$ cat config.mk
export PLATFORM = sky130hd
export DESIGN_NAME = mem_order_buffer
export DESIGN_NICKNAME = d
export VERILOG_FILES = /design/src/rtl/mob_pkg.sv /design/src/rtl/mob_oldest_pick.sv /design/src/rtl/mob_popcount.sv /design/src/rtl/mem_order_buffer.sv
export SDC_FILE = /design/constraint.sdc
export NUM_CORES = 2
export LEC_CHECK = 0
export BUFFER_PORTS_ARGS = -buffer_cell sky130_fd_sc_hd__buf_2
export CORE_MARGIN = 2
export CORE_UTILIZATION = 29
export CTS_CLUSTER_SIZE = 24
export DETAILED_ROUTE_END_ITERATION = 8
export GPL_ROUTABILITY_DRIVEN = 0
export PLACE_DENSITY = 0.46
export SETUP_SLACK_MARGIN = 0.15
export SLEW_MARGIN = 20
export SYNTH_ARGS = -nofsm -noshare
export SYNTH_HDL_FRONTEND = slang
export SYNTH_SLANG_ARGS = --single-unit
$ cat constraint.sdc
create_clock -name clk -period 4.5 [get_ports clk]
set_clock_uncertainty 0.2 [all_clocks]
set_input_delay 0.675 -clock clk [delete_from_list [all_inputs] [get_ports clk]]
set_output_delay 0.675 -clock clk [all_outputs]
set_load 0.1 [all_outputs]
$ cat src/rtl/mob_pkg.sv
package mob_pkg;
  localparam int XLEN  = 32;
  localparam int TAG_W = 4;

  typedef struct packed {
    logic             is_st;
    logic             addr_ok;
    logic [XLEN-1:0]  addr;
    logic [TAG_W-1:0] addr_q;
    logic             data_ok;
    logic [XLEN-1:0]  data;
    logic [TAG_W-1:0] data_q;
    logic [TAG_W-1:0] rob_tag;
    logic             committed;
    logic             reported;
  } mob_entry_t;
endpackage

$ cat src/rtl/mob_oldest_pick.sv
module mob_oldest_pick #(
  parameter int DEPTH = 8,
  localparam int PW = $clog2(DEPTH)
) (
  input  logic [DEPTH-1:0] cand,
  input  logic [PW-1:0]    start,
  output logic             found,
  output logic [PW-1:0]    idx
);
  always_comb begin
    found = 1'b0;
    idx   = start;
    for (int k = DEPTH - 1; k >= 0; k--) begin
      if (cand[start + PW'(k)]) begin
        found = 1'b1;
        idx   = start + PW'(k);
      end
    end
  end
endmodule

$ cat src/rtl/mob_popcount.sv
module mob_popcount #(
  parameter int N = 8,
  localparam int CW = $clog2(N + 1)
) (
  input  logic [N-1:0]  bits,
  output logic [CW-1:0] ones
);
  always_comb begin
    ones = '0;
    for (int k = 0; k < N; k++) ones = ones + CW'(bits[k]);
  end
endmodule

$ cat src/rtl/mem_order_buffer.sv
module mem_order_buffer
  import mob_pkg::*;
#(
  parameter int               DEPTH   = 8,
  parameter logic [XLEN-1:0]  IO_BASE = 32'h0003_0000
) (
  input  logic             clk,
  input  logic             rst_n,
  input  logic             disp_valid,
  input  logic             disp_is_st,
  input  logic [TAG_W-1:0] disp_rob_tag,
  input  logic             disp_addr_ok,
  input  logic [XLEN-1:0]  disp_addr,
  input  logic [TAG_W-1:0] disp_addr_q,
  input  logic             disp_data_ok,
  input  logic [XLEN-1:0]  disp_data,
  input  logic [TAG_W-1:0] disp_data_q,
  output logic             full_next,
  input  logic             wb_valid,
  input  logic [TAG_W-1:0] wb_tag,
  input  logic [XLEN-1:0]  wb_value,
  output logic             rdy_valid,
  output logic [TAG_W-1:0] rdy_tag,
  input  logic             commit_valid,
  input  logic [TAG_W-1:0] commit_tag,
  input  logic             flush,
  output logic             mem_req,
  output logic             mem_we,
  output logic [XLEN-1:0]  mem_addr,
  output logic [XLEN-1:0]  mem_wdata,
  input  logic             mem_done,
  input  logic [XLEN-1:0]  mem_rdata,
  output logic             ld_valid,
  output logic [TAG_W-1:0] ld_tag,
  output logic [XLEN-1:0]  ld_data
);
  localparam int PW = $clog2(DEPTH);
  localparam int CW = $clog2(DEPTH + 1);

  // reset: asserted asynchronously, released on the clock
  logic [1:0] rst_pipe;
  logic       rst_sn;
  always_ff @(posedge clk or negedge rst_n)
    if (!rst_n) rst_pipe <= 2'b00;
    else        rst_pipe <= {rst_pipe[0], 1'b1};
  assign rst_sn = rst_pipe[1];

  mob_entry_t       ent_q [DEPTH];
  mob_entry_t       ent_d [DEPTH];
  logic [DEPTH-1:0] vld_q, vld_d;
  logic [PW-1:0]    head_q, head_d, tail_q, tail_d;
  logic [CW-1:0]    count_q, count_d, kept_cnt;
  logic             busy_q, busy_d, kill_q, kill_d;
  logic             rdyv_d, ldv_d;
  logic [TAG_W-1:0] rdyt_d;

  mob_entry_t       hd, nent;
  logic             hd_io, disp_fire, pop, issue_ok;
  logic [DEPTH-1:0] rep_cand;
  logic             rep_found;
  logic [PW-1:0]    rep_idx;

  assign hd        = ent_q[head_q];
  assign hd_io     = hd.addr >= IO_BASE;
  assign disp_fire = disp_valid & ~flush & (count_q != CW'(DEPTH));
  assign full_next = count_q >= CW'(DEPTH - 1);
  assign pop       = busy_q & mem_done;
  assign issue_ok  = ~busy_q & vld_q[head_q] & hd.addr_ok &
                     (hd.is_st ? (hd.data_ok & hd.committed)
                               : (hd_io ? hd.committed : ~flush));

  // commit-gated entries that still owe a readiness report
  for (genvar g = 0; g < DEPTH; g++) begin : g_rep
    assign rep_cand[g] = vld_q[g] & ~flush & ~ent_q[g].reported & ent_q[g].addr_ok &
                         (ent_q[g].is_st ? ent_q[g].data_ok : (ent_q[g].addr >= IO_BASE));
  end

  mob_oldest_pick #(.DEPTH(DEPTH)) u_rep_pick (
    .cand(rep_cand), .start(head_q), .found(rep_found), .idx(rep_idx)
  );

  mob_popcount #(.N(DEPTH)) u_kept (.bits(vld_d), .ones(kept_cnt));

  // new entry, with same-cycle operand capture
  always_comb begin
    nent           = '0;
    nent.is_st     = disp_is_st;
    nent.rob_tag   = disp_rob_tag;
    nent.addr_q    = disp_addr_q;
    nent.data_q    = disp_data_q;
    nent.addr_ok   = disp_addr_ok | (wb_valid & (wb_tag == disp_addr_q));
    nent.addr      = disp_addr_ok ? disp_addr : wb_value;
    nent.data_ok   = ~disp_is_st | disp_data_ok | (wb_valid & (wb_tag == disp_data_q));
    nent.data      = disp_data_ok ? disp_data : wb_value;
  end

  always_comb begin
    for (int i = 0; i < DEPTH; i++) begin
      ent_d[i] = ent_q[i];
      if (vld_q[i] && wb_valid) begin
        if (!ent_q[i].addr_ok && ent_q[i].addr_q == wb_tag) begin
          ent_d[i].addr_ok = 1'b1;
          ent_d[i].addr    = wb_value;
        end
        if (!ent_q[i].data_ok && ent_q[i].data_q == wb_tag) begin
          ent_d[i].data_ok = 1'b1;
          ent_d[i].data    = wb_value;
        end
      end
      if (vld_q[i] && commit_valid && ent_q[i].rob_tag == commit_tag)
        ent_d[i].committed = 1'b1;
    end
    if (rep_found) ent_d[rep_idx].reported = 1'b1;

    vld_d = vld_q;
    if (pop) vld_d[head_q] = 1'b0;
    if (flush) begin
      for (int i = 0; i < DEPTH; i++)
        if (!ent_d[i].committed && !(busy_q && !pop && PW'(i) == head_q))
          vld_d[i] = 1'b0;
    end
    if (disp_fire) begin
      ent_d[tail_q] = nent;
      vld_d[tail_q] = 1'b1;
    end

    head_d  = head_q + PW'(pop);
    count_d = flush ? kept_cnt : count_q + CW'(disp_fire) - CW'(pop);
    tail_d  = flush ? head_d + PW'(count_d) : tail_q + PW'(disp_fire);
    busy_d  = pop ? 1'b0 : (busy_q | issue_ok);
    kill_d  = pop ? 1'b0 : (kill_q | (flush & busy_q & ~hd.committed));
    ldv_d   = pop & ~hd.is_st & ~kill_q & ~(flush & ~hd.committed);
    rdyv_d  = rep_found;
    rdyt_d  = ent_q[rep_idx].rob_tag;
  end

  always_ff @(posedge clk or negedge rst_sn) begin
    if (!rst_sn) begin
      vld_q     <= '0;
      head_q    <= '0;
      tail_q    <= '0;
      count_q   <= '0;
      busy_q    <= 1'b0;
      kill_q    <= 1'b0;
      rdy_valid <= 1'b0;
      ld_valid  <= 1'b0;
    end else begin
      vld_q     <= vld_d;
      head_q    <= head_d;
      tail_q    <= tail_d;
      count_q   <= count_d;
      busy_q    <= busy_d;
      kill_q    <= kill_d;
      rdy_valid <= rdyv_d;
      ld_valid  <= ldv_d;
    end
  end

  // payload registers: no reset, qualified by the valid bits
  always_ff @(posedge clk) begin
    for (int i = 0; i < DEPTH; i++) ent_q[i] <= ent_d[i];
    if (rdyv_d) rdy_tag <= rdyt_d;
    if (ldv_d) begin
      ld_tag  <= hd.rob_tag;
      ld_data <= mem_rdata;
    end
  end

  assign mem_req   = busy_q;
  assign mem_we    = hd.is_st;
  assign mem_addr  = hd.addr;
  assign mem_wdata = hd.data;
endmodule

==> run metrics <==
Post-Place Worst Slack=-0.667 ns; WS Path Type=flop to flop; Leak=15.3 nW; drt drc=0; Num CTS Buffers=88; ys async rst share=0.0337; sequential share of the synthesized area=0.422; Routed Wire Length=131 mm; #FFs+latches synth=712; Yosys top cell area share=0.291; relative slew slack=0.171; Psw=14.4 mW; fin crit period=4.59 ns; Post-synth top flop=dfxtp_1; r2r startpoint=ent_q[0][3]; I/O Pins=267; Hold WC Path Type=primary input to flop; Reg2Reg Depth=13; post-synthesis cell type count=69; Initial Util=0.293; first-pass GRT wire length=192 mm; Synth area leaders=dfxtp_1 29%, mux2i_1 14%, edfxtp_1 12%; critical path peak fanout=2; Hold Path Origin=mem_rdata[0]; final worst slack=-0.0938 ns; CP Launch Point=ent_q[0][3]; flop2flop setup slack=-0.09 ns; sequential share of power=0.324; die area=0.132 sq mm; Max Cap Viol=0; worst vdd ir=0.653 mV; CP arrival=4.95 ns; pwr dens=741 mW/mm^2; layout cells sized above 1=0.217; H-Tree Depth=3; Req. time, crit path=4.86 ns; vias in the first global route=28100; Via density=5.08; startpoint types=flop; status=complete, but fails checks; clk_lat worst skew=0.68 ns; final setup fails=2; Area Growth Syn to Fin=18.3%; initial DRC count=2194; Post-synth EDFFs=144; global router's overall resource usage=0.194; Clock Sinks=712; synth cell count leaders=783 x nand2_1, 544 x dfxtp_1, 533 x o21ai_0; max-slew violations=0; worst hold path depth=1; Net Count, Synth=3994; Ys Warns=0; Max Freq=218 MHz; Final Hold Vio Count=0; failing checks=negative setup slack; placed cell areas=0.0407 sq mm; first-pass iteration count of the detailed router=5; RSZ-0062 raised after global routing=true; Gate power share=0.453; chip height=363 um; post-route cell area=0.0443 sq mm; most frequent cell after synthesis=nand2_1; Rows=131; Via Count=28900; Die W=363 um; antenna-violating nets left=0; Finished Core Util=0.347; Yosys top cell by area=dfxtp_1; IO Port Bufs=266; clk root buf=clkbuf_16; Syn Std Cell Area=0.0375 sq mm; Overflow after GRT=0; pin count of the biggest net entering global routing=161; Mapped Avg Cell Area=9.85 sq um; Worst-Margin Slew=1.24 ns; Mapped Cells=3805; WL per Instance=22.9 um; clock buffer depth=3; nets=4150; Net Sw Frac=0.437; core area=0.128 sq mm; clock share of power=0.222; post-DP HPWL=79.4 mm; post-route clock period utilization=1.02; CTS tree=done; clock-pin slew on the worst setup and hold paths=0.06 ns; Internal Power=18.5 mW; critical path endpoint category=flop; # fillers=12800; antenna violations before repair=8
-- cells in the final DEF, fill, tap and decap left out, drive strengths merged, types with 52 or more instances in the layout --
cell      n
mux2     71
mux2i   524
clkbuf  126
buf     435
nor4     52
nand2   783
dfxtp   544
and2    107
mux4    164
inv      68
xnor2    60
o21ai   536
edfxtp  144
-- metal layers --
| metal | up-vias | GRT usage | wire (um) | share of wire |
|---|---|---|---|---|
| met3 | 165 | 0.0300 | 7800 | 0.060 |
| met2 | 900 | 0.309 | 59100 | 0.45 |
| met4 | 0 | 0.0512 | 2870 | 0.022 |
| met5 | - | 0 | 0 | 0 |
| met1 | 14100 | 0.273 | 61000 | 0.47 |
| li1 | 13800 | - | - | - |
-- per-stage QoR --
| stage | hold slack [ns] | cells | setup TNS (ns) | total power, mW |
|---|---|---|---|---|
| after detailed placement | 0.140 | 5488 | -2.58 | 25.4 |
| final | 0.0456 | 5696 | -0.180 | 32.8 |
| after global placement | 0.139 | 5488 | -2.08 | 25.3 |
| after CTS | 0.000983 | 5684 | -0.214 | 33.0 |
| after global routing | 0.0108 | 5693 | -0.476 | 34.6 |
| after floorplan | 0.0803 | 3805 | -1.12 | 22.3 |
-- power by group through the flow --
stage	clock [mW]	sequential, mW	combinational [mW]
floorplan	0	10.4	11.9
global placement	0	10.7	14.6
detailed placement	0	10.7	14.7
CTS	7.50	10.6	14.9
global route	7.74	10.9	16.0
finish	7.30	10.7	14.9
-- cell families after synthesis --
family,synth area share
compound gates,0.106
xor+xnor,0.0257
fa+ha+maj,0.0116
buf+inv,0.0547
flops,0.422
mux,0.261
other cells,0.000100
simple gates,0.119
-- final timing paths --
path,endpoint
setup / recovery,tail_q[1]
hold / removal,ld_data[0]
setup reg to reg,tail_q[1]
hold reg to reg,rst_pipe[1]
max in group asynchronous,head_q[2]
min in group asynchronous,rst_pipe[1]
-- state kept, by name (all words and copies together), names as in the netlist --
register	flops
ent_q	648
ld_data	32
vld_q	8
count_q	4
ld_tag	4
rdy_tag	4
head_q	3
tail_q	3
rst_pipe	2
kill_q	1
ld_valid	1
mem_req	1
rdy_valid	1
-- timing repair --
action	CTS	global route
buffers inserted	2	9
endpoints found under the setup margin	61	9
hold buffers	32	0
gates cloned	2	0
resized for setup	20	15
pin swaps	2	6
endpoints found under the hold margin	33	0
-- critical path, stage by stage (launching register included) --
cell	delay [ns]
edfxtp_1	0.46
xnor2_1	0.18
a41oi_2	0.23
o211ai_1	0.14
a31o_4	0.26
ha_4	0.26
inv_2	0.03
fa_1	0.50
fa_1	0.44
fa_2	0.37
fa_1	0.50
a21oi_2	0.20
fa_2	0.46
mux2_2	0.27
-- area by class of cell --
class / instances / area, sq um / area share
Timing Repair Buffer: 469 / 3250 / 0.0733
Tap cell: 1662 / 2080 / 0.0469
Sequential cell: 712 / 15800 / 0.357
Inverter: 65 / 267 / 0.00601
Multi-Input combinational cell: 2625 / 20000 / 0.450
Clock buffer: 126 / 2540 / 0.0572
Clock inverter: 34 / 403 / 0.00909
Antenna cell: 3 / 7.51 / 0.000169
Power figures use the tool's default switching activity.
